File: src/rtl/bootseq_pkg.sv
package bootseq_pkg;

    typedef enum logic [1:0] {
        SEQ_HOLD  = 2'd0,
        SEQ_STAB  = 2'd1,
        SEQ_FETCH = 2'd2,
        SEQ_RUN   = 2'd3
    } seq_state_e;

    typedef struct packed {
        logic pfd_off;
        logic pclk_off;
        logic wdt_dis;
        logic gflag_clr;
    } init_ctl_t;

    localparam int unsigned FETCH_CYCLES = 7;
    localparam int unsigned STEP_W       = 3;
    localparam logic [STEP_W-1:0] RD_LO_STEP = 3'd5;
    localparam logic [STEP_W-1:0] RD_HI_STEP = 3'd6;
    localparam logic [15:0] VEC_LO_ADDR = 16'hFFFE;
    localparam logic [15:0] VEC_HI_ADDR = 16'hFFFF;

    function automatic logic [15:0] fetch_addr(input logic [STEP_W-1:0] step);
        case (step)
            RD_LO_STEP: fetch_addr = VEC_LO_ADDR;
            RD_HI_STEP: fetch_addr = VEC_HI_ADDR;
            default:    fetch_addr = 16'h0000;
        endcase
    endfunction

    function automatic init_ctl_t init_all(input logic on);
        init_ctl_t v;
        v.pfd_off   = on;
        v.pclk_off  = on;
        v.wdt_dis   = on;
        v.gflag_clr = on;
        return v;
    endfunction

endpackage

File: src/rtl/pin_qualifier.sv
module pin_qualifier #(
    parameter int unsigned MIN_LOW = 8
) (
    input  logic clk,
    input  logic rst,
    input  logic pin_n,
    output logic ext_active
);
    localparam int unsigned CW = $clog2(MIN_LOW + 1);
    localparam logic [CW-1:0] CNT_MAX = CW'(MIN_LOW);

    logic          sync1, sync2;
    logic [CW-1:0] low_cnt;

    always_ff @(posedge clk) begin
        if (rst) begin
            sync1 <= 1'b1;
            sync2 <= 1'b1;
        end else begin
            sync1 <= pin_n;
            sync2 <= sync1;
        end
    end

    always_ff @(posedge clk) begin
        if (rst || sync2) begin
            low_cnt <= '0;
        end else if (low_cnt != CNT_MAX) begin
            low_cnt <= low_cnt + 1'b1;
        end
    end

    assign ext_active = (low_cnt == CNT_MAX);

    // qualification only ever follows a synchronized low sample
    p_rise_needs_low_r2: assert property (@(posedge clk) disable iff (rst)
        $rose(ext_active) |-> $past(!sync2));

    // a high sample always drops the qualified level
    p_high_clears_r2: assert property (@(posedge clk) disable iff (rst)
        sync2 |=> !ext_active);

endmodule

File: src/rtl/stab_timer.sv
module stab_timer #(
    parameter int unsigned PRESCALE   = 1024,
    parameter int unsigned STAB_STEPS = 256
) (
    input  logic clk,
    input  logic rst,
    input  logic enable,
    output logic done
);
    localparam int unsigned PW = (PRESCALE   > 1) ? $clog2(PRESCALE)   : 1;
    localparam int unsigned SW = (STAB_STEPS > 1) ? $clog2(STAB_STEPS) : 1;
    localparam logic [PW-1:0] PRE_LAST  = PW'(PRESCALE - 1);
    localparam logic [SW-1:0] STEP_LAST = SW'(STAB_STEPS - 1);

    logic [PW-1:0] pre_cnt;
    logic [SW-1:0] step_cnt;
    logic          pre_wrap;

    assign pre_wrap = (pre_cnt == PRE_LAST);

    always_ff @(posedge clk) begin
        if (rst || !enable) begin
            pre_cnt  <= '0;
            step_cnt <= '0;
        end else if (pre_wrap) begin
            pre_cnt  <= '0;
            step_cnt <= step_cnt + 1'b1;
        end else begin
            pre_cnt  <= pre_cnt + 1'b1;
        end
    end

    assign done = enable && pre_wrap && (step_cnt == STEP_LAST);

    // each wait starts from a cleared count
    p_fresh_start_r4: assert property (@(posedge clk) disable iff (rst)
        $rose(enable) |-> (pre_cnt == '0 && step_cnt == '0));

    // the step counter only moves on a prescaler wrap
    p_step_on_wrap_r4: assert property (@(posedge clk) disable iff (rst)
        (enable && $past(enable) && step_cnt != $past(step_cnt)) |-> $past(pre_wrap));

endmodule

File: src/rtl/vector_fetch.sv
module vector_fetch
    import bootseq_pkg::*;
(
    input  logic        clk,
    input  logic        rst,
    input  logic        active,
    input  logic [7:0]  bus_din,
    output logic [15:0] bus_addr,
    output logic        bus_rd,
    output logic        last_step,
    output logic [15:0] vec_pc
);
    logic [STEP_W-1:0] step;
    logic [7:0]        lo_byte;

    always_ff @(posedge clk) begin
        if (rst || !active) begin
            step <= '0;
        end else if (step != STEP_W'(FETCH_CYCLES - 1)) begin
            step <= step + 1'b1;
        end
    end

    always_ff @(posedge clk) begin
        if (rst) begin
            lo_byte <= 8'h00;
            vec_pc  <= 16'h0000;
        end else if (active && step == RD_LO_STEP) begin
            lo_byte <= bus_din;
        end else if (active && step == RD_HI_STEP) begin
            vec_pc  <= {bus_din, lo_byte};
        end
    end

    assign bus_addr  = active ? fetch_addr(step) : 16'h0000;
    assign bus_rd    = active && (step == RD_LO_STEP || step == RD_HI_STEP);
    assign last_step = active && (step == STEP_W'(FETCH_CYCLES - 1));

    // the high byte read is always preceded by the low byte read
    p_lo_before_hi_r5: assert property (@(posedge clk) disable iff (rst)
        (bus_rd && bus_addr == VEC_HI_ADDR) |-> $past(bus_rd && bus_addr == VEC_LO_ADDR));

    // a read strobe never carries an address outside the vector pair
    p_rd_addr_r5: assert property (@(posedge clk) disable iff (rst)
        bus_rd |-> (bus_addr[15:1] == 15'h7FFF));

endmodule

File: src/rtl/boot_sequencer.sv
module boot_sequencer
    import bootseq_pkg::*;
#(
    parameter int unsigned MIN_LOW    = 8,
    parameter int unsigned PRESCALE   = 1024,
    parameter int unsigned STAB_STEPS = 256
) (
    input  logic        clk,
    input  logic        rst,
    input  logic        ext_rst_n,
    input  logic        wdt_rst_req,
    input  logic [7:0]  bus_din,
    output logic        core_rst,
    output logic [3:0]  init_ctl,
    output logic [15:0] bus_addr,
    output logic        bus_rd,
    output logic [15:0] pc_value,
    output logic        pc_load,
    output logic        run_en
);
    seq_state_e state, state_nx;
    logic       ext_active, take, stab_done, fetch_last, pc_load_q;
    init_ctl_t  init_s;

    pin_qualifier #(.MIN_LOW(MIN_LOW)) u_pin (
        .clk        (clk),
        .rst        (rst),
        .pin_n      (ext_rst_n),
        .ext_active (ext_active)
    );

    stab_timer #(.PRESCALE(PRESCALE), .STAB_STEPS(STAB_STEPS)) u_stab (
        .clk    (clk),
        .rst    (rst),
        .enable (state == SEQ_STAB),
        .done   (stab_done)
    );

    vector_fetch u_fetch (
        .clk       (clk),
        .rst       (rst),
        .active    (state == SEQ_FETCH),
        .bus_din   (bus_din),
        .bus_addr  (bus_addr),
        .bus_rd    (bus_rd),
        .last_step (fetch_last),
        .vec_pc    (pc_value)
    );

    assign take = ext_active || wdt_rst_req;

    always_comb begin
        state_nx = state;
        if (take) begin
            state_nx = SEQ_HOLD;
        end else begin
            case (state)
                SEQ_HOLD:  state_nx = SEQ_STAB;
                SEQ_STAB:  if (stab_done)  state_nx = SEQ_FETCH;
                SEQ_FETCH: if (fetch_last) state_nx = SEQ_RUN;
                default:   state_nx = SEQ_RUN;
            endcase
        end
    end

    always_ff @(posedge clk) begin
        if (rst) begin
            state     <= SEQ_HOLD;
            pc_load_q <= 1'b0;
        end else begin
            state     <= state_nx;
            pc_load_q <= (state == SEQ_FETCH) && (state_nx == SEQ_RUN);
        end
    end

    assign core_rst = (state == SEQ_HOLD);
    assign init_s   = init_all(core_rst);
    assign init_ctl = init_s;
    assign run_en   = (state == SEQ_RUN);
    assign pc_load  = pc_load_q;

    // a watchdog request always lands in reset on the next cycle
    p_wdt_take_r1: assert property (@(posedge clk) disable iff (rst)
        wdt_rst_req |=> (core_rst && !run_en));

    // running only ever starts straight out of the fetch
    p_run_entry_r7: assert property (@(posedge clk) disable iff (rst)
        $rose(run_en) |-> $past(state == SEQ_FETCH));

    // the load pulse coincides with the first running cycle
    p_load_first_run_r6: assert property (@(posedge clk) disable iff (rst)
        pc_load |-> (run_en && $past(!run_en)));

    // a reset during wait or fetch returns to the reset state
    p_abort_r8: assert property (@(posedge clk) disable iff (rst)
        ((state == SEQ_STAB || state == SEQ_FETCH) && take) |=> core_rst);

    // no bus traffic while the core runs
    p_no_rd_run_r9: assert property (@(posedge clk) disable iff (rst)
        run_en |-> !bus_rd);

endmodule

File: config.mk
export PLATFORM = sky130hd
export DESIGN_NAME = boot_sequencer
export DESIGN_NICKNAME = d
export VERILOG_FILES = /design/src/rtl/bootseq_pkg.sv /design/src/rtl/pin_qualifier.sv /design/src/rtl/stab_timer.sv /design/src/rtl/vector_fetch.sv /design/src/rtl/boot_sequencer.sv
export SDC_FILE = /design/constraint.sdc
export NUM_CORES = 1
export LEC_CHECK = 0
export ABC_AREA = 1
export CAP_MARGIN = 30
export CORE_ASPECT_RATIO = 0.75
export CORE_MARGIN = 8
export CORE_UTILIZATION = 50
export DETAILED_ROUTE_END_ITERATION = 12
export PLACE_DENSITY = 0.78
export SYNTH_ARGS = -nofsm -noshare
export SYNTH_HDL_FRONTEND = slang
export SYNTH_SLANG_ARGS = --single-unit
File: constraint.sdc
create_clock -name clk -period 2.9 [get_ports clk]
set_input_delay 0.725 -clock clk [delete_from_list [all_inputs] [get_ports clk]]
set_output_delay 0.725 -clock clk [all_outputs]
set_load 0.01 [all_outputs]
Word level (Yosys, flattened, before mapping) --
Cells that the tools add are included.
Storage, ports and cells: register bits after elaboration 54, output and inout port bits 40, word-level logic and storage cells 48, input bits 12
Cells by class: mux-type cells 6, add/subtract/negate cells 4, reductions and logical operators 16, bitwise operators 1, eq/ne operators 11
Operators by type and width (count):
- $pmux 16 s2 | 1
- $mux 16 | 1
- $add 10x1->10 const B | 1
- $eq 10x10->1 const B | 1
- $add 8x1->8 const B | 1
- $eq 8x8->1 const B | 1
- $eq 2x2->1 const B | 3
- $eq 3x3->1 const B | 2
- $logic_and 1x1->1 | 6
- $mux 2 | 3
- $pmux 2 s3 | 1
- $logic_or 1x1->1 | 5
- $add 4x1->4 const B | 1
- $eq 4x4->1 const B | 1
- $ne 4x4->1 const B | 1
- $add 3x1->3 const B | 1
- $ne 3x3->1 const B | 1
- $eq 2x1->1 const B | 1
- $logic_not 1->1 | 2
- $logic_not 2->1 | 1
- $reduce_and 2->1 | 1
- $reduce_or 2->1 | 1
- $not 1->1 | 1

Longest topological paths before layout --
word-level depth 8, gate-level depth with buffers 9, depth with buffers taken out 9

By module --
Synthesis repeated with hierarchy kept, for this count alone.
Second synthesis, totals: cells, all modules 362, area total of the unflattened synthesis 2605.0 um^2
Modules (own cells, without submodules):
- vector_fetch | cells each 184, times used 1, area each 1305.0 um^2
- stab_timer | cells each 116, times used 1, area each 829.5 um^2
- pin_qualifier | cells each 36, times used 1, area each 277.8 um^2
- boot_sequencer | cells each 26, times used 1, area each 192.7 um^2

Worst setup path before layout --
OpenSTA, ideal clock, no wires.
path kind flip-flop to output port, start register u_fetch.step[0], end output port bus_addr[10], arrival 2.014 ns, stages on the path, launching flop included 6, slack 0.161 ns, buffers on the path 1, cell sequence dfxtp_1 inv_1 ha_1 nand2_4 o21ai_0 buf_4
On the way: longest elaborated chain between the ends 3
Ends and longest elaborated chain:
- start: declaration | RTL line vector_fetch.sv:13 | logic [STEP_W-1:0] step;
- start signal: assignment | RTL line vector_fetch.sv:20 | step <= step + 1'b1;
- $eq 3x3->1 | RTL line bootseq_pkg.sv:25 | case (step)
- $pmux 16 s2 * | RTL line bootseq_pkg.sv:25
- $mux 16 * | RTL line vector_fetch.sv:35 | assign bus_addr = active ? fetch_addr(step) : 16'h0000;
- end: declaration | RTL line boot_sequencer.sv:15 | output logic [15:0] bus_addr,
Mark *: on every way between the ends. The rest lies on a longest branch, timed or not.

Final worst setup path --
start register u_fetch.step[0], end output port bus_addr[12]
The elaborated chain is that of the path after synthesis.

==> summary.txt <==
Power and ir drop
  • Pwr Density: 410 nW/um2
  • Maximum vdd drop: 0.314 mV
  • Leakage power: 1.12 nW

Die
  • Initial Utilization: 50.9%
  • Num rows: 22
  • Die area: 7390 um2
  • # IOs: 52
  • Die Wd: 96.6 um
  • Chip Height: 76.5 um
  • Core area: 4790 um2

Place
  • Final GP Congestion: 0.775
  • DP HPWL: 3710 um
  • IO Port Bufs: 51

Synth
  • Post-synthesis cell area: 2440 um2
  • Synthesized area per cell: 7.84 um2
  • Post-Syn Instances: 311
  • Share of the yosys chip area belonging to registers: 44.4%
  • Post-synth net total: 330
  • Yosys warning count: 0
  • Netlist cell types: 27
  • Flops & latches, synth: 54

STA
  • Slew @ Worst Pin: 486 ps
  • Fmax: 0.365 GHz
  • Final Slew Violations: 0
  • Max Clock Skew: 12.2 ps
  • Crit path time final: 2740 ps
  • Post-route setup TNS: 0 ps
  • Worst slew margin: 67.4%
  • Unrepaired setup endpoints after global routing: false
  • Final Setup Violations: 0
  • Hold Vio Cnt, Final: 0
  • Final period utilization: 94.5%

Clock network
  • Clk root buf: clkbuf_8
  • Hold_buf cts: 0
  • Setup bufs post-CTS: 0
  • CTS buffer count: 5
  • CTS sink cnt: 54
  • CTS resizes: 0
  • Clk slew on worst S/H paths: 100 ps
  • CTS tree: built
  • Clk Latency, worst-skew pair: 310 ps
  • Clk buf depth: 2
  • H-tree depth: 2

Finish
  • # diodes: 0
  • Area growth from synthesis to layout: 20.9%
  • Layout net count: 366
  • Commonest non-fill, non-tap cell in the layout: nand2_1
  • Commonest non-fill, non-tap cells in the layout: nand2_1, dfxtp_1, clkdlybuf4s50_1
  • Ratio of cells with drive above 1 in the final layout: 7.78%
  • Post-Route Utilization: 61.5%

Setup path
  • Setup CP Type: register to primary output
  • Slowest CP cell: clkdlybuf4s50_1
  • CP Cell Sequence: ha_1 -> nand3_2 -> o21ai_0 -> buf_4 -> clkdlybuf4s50_1
  • Worst setup EP type: primary output
  • Crit-path leading delay family: buffers and inverters
  • Crit path buffers/inverters: 2
  • CP required: 2170 ps
  • Worst Setup Start Kind: register
  • Crit-path max FO: 16
  • Crit path largest cell delay: 560 ps
  • CP arrival: 2010 ps

Routing
  • DRT iter0 DRCs: 101
  • Via density: 5.00
  • Wire per inst: 12.1 um
  • Drt first pass iters: 4
  • DR vias: 2036
  • Remaining antenna violation count after routing: 0
  • DR DRC count: 0
  • Final WL: 4940 um

Global route
  • Gr usage total: 13.6%
  • Largest net degree at the start of global routing: 19
  • First-pass GRT wire length: 8630 um
  • GRT overflow: 0
  • Initial antenna violation count: 0
  • Vias in the first global route: 1905

Run status
  • Outcome: finished, final reports clean

Flow run
  • Max Cap Violations: 0

Worst hold path
  • Worst Hold Class: register to register
-- path summary, 6_finish.rpt --
kind,startpoint,end,slack [ps],cells after the start
max,u_fetch.step[0]$_SDFFE_PP0N_,bus_addr[12],160,5
min reg2reg,u_pin.sync1$_SDFF_PP1_,u_pin.sync2$_SDFF_PP1_,410,1
min,u_pin.sync1$_SDFF_PP1_,u_pin.sync2$_SDFF_PP1_,410,1
max reg2reg,u_fetch.step[0]$_SDFFE_PP0N_,u_fetch.vec_pc[7]$_SDFFE_PP0P_,1200,5
-- worst reg2reg max path, stage by stage (launching register included) --
cell and delay [ps]:
dfxtp_1 400, ha_1 220, clkinv_1 410, nand2_4 370
nand2_1 90, a21oi_1 140
-- where the power goes --
| group | total [mW] | internal, mW | switching [mW] |
|---|---|---|---|
| Sequential | 0.747 | 0.744 | 0.00259 |
| Clock | 0.414 | 0.165 | 0.249 |
| Combinational | 0.0482 | 0.0249 | 0.0233 |
| Total | 1.21 | 0.934 | 0.275 |
-- metal layers --
layer / vias to the layer above / share of wire [%] / global-route usage, %
met3: 4 / 5.1 / 5.07
met1: 931 / 50 / 17.2
met4: 0 / 0.85 / 3.98
met2: 41 / 44 / 20.9
li1: 1060 / - / -
met5: - / 0 / 0
-- cells in the mapped netlist --
| cell type | n | area share, % |
|---|---|---|
| nand3b_1 | 1 | 0.31 |
| nand3_2 | 1 | 0.41 |
| dfxtp_1 | 54 | 44 |
| and2_1 | 1 | 0.26 |
| xor2_1 | 2 | 0.72 |
| nand3_1 | 23 | 4.7 |
| nand4_1 | 2 | 0.51 |
| a21oi_1 | 35 | 7.2 |
| clkinv_1 | 1 | 0.15 |
| o21ai_0 | 20 | 4.1 |
| clkbuf_1 | 2 | 0.31 |
| nor2_8 | 2 | 1.6 |
| nand2_2 | 2 | 0.51 |
| nand4_2 | 1 | 0.51 |
| nor3_1 | 3 | 0.62 |
| nand2_1 | 56 | 8.6 |
| nand2_4 | 3 | 1.4 |
| or2_2 | 3 | 0.77 |
| inv_1 | 23 | 3.5 |
| nor2_1 | 39 | 6.0 |
| ha_1 | 7 | 3.6 |
| nor2_4 | 3 | 1.4 |
| buf_6 | 2 | 0.92 |
| xnor2_1 | 2 | 0.72 |
| buf_4 | 20 | 6.2 |
| inv_2 | 2 | 0.31 |
| nor4_1 | 1 | 0.26 |
-- logic make-up after synthesis --
logic type	after synthesis	share of synthesized area [%]
compound gates	55	11.3
xor+xnor	4	1.44
fa+ha+maj	7	3.59
buf+inv	50	11.4
flops	54	44.4
simple gates	141	27.9
-- registers in the layout, indices dropped and copies added, names as in the netlist --
name and count:
u_fetch.step 3, u_fetch.lo_byte 8, u_stab.pre_cnt 10, u_pin.low_cnt 4
u_stab.step_cnt 8, u_fetch.vec_pc 16, pc_load 1, u_pin.sync2 1
state 2, u_pin.sync1 1
-- area by class of cell --
type	instances	area, um2
clock buffers	5	68.8
clock inverters	2	15.0
fillers	447	1840
inverters	26	97.6
multi-input cells	207	1080
flip-flops and latches	54	1080
well taps	60	75.1
repair buffers	53	526
-- metrics by stage --
step / hold WS [ps] / worst slack [ps] / instances / power, mW / instance area, um2
final: 409 / 161 / 407 / 1.21 / 2950
after global routing: 429 / 13.2 / 407 / 1.25 / 2950
after CTS: 423 / 48.7 / 407 / 1.22 / 2940
after detailed placement: 405 / 415 / 400 / 0.813 / 2860
after global placement: 395 / 468 / 400 / 0.812 / 2860
after floorplan: 389 / 161 / 311 / 0.785 / 2440
Note: power is estimated with default switching activity, not from simulation.
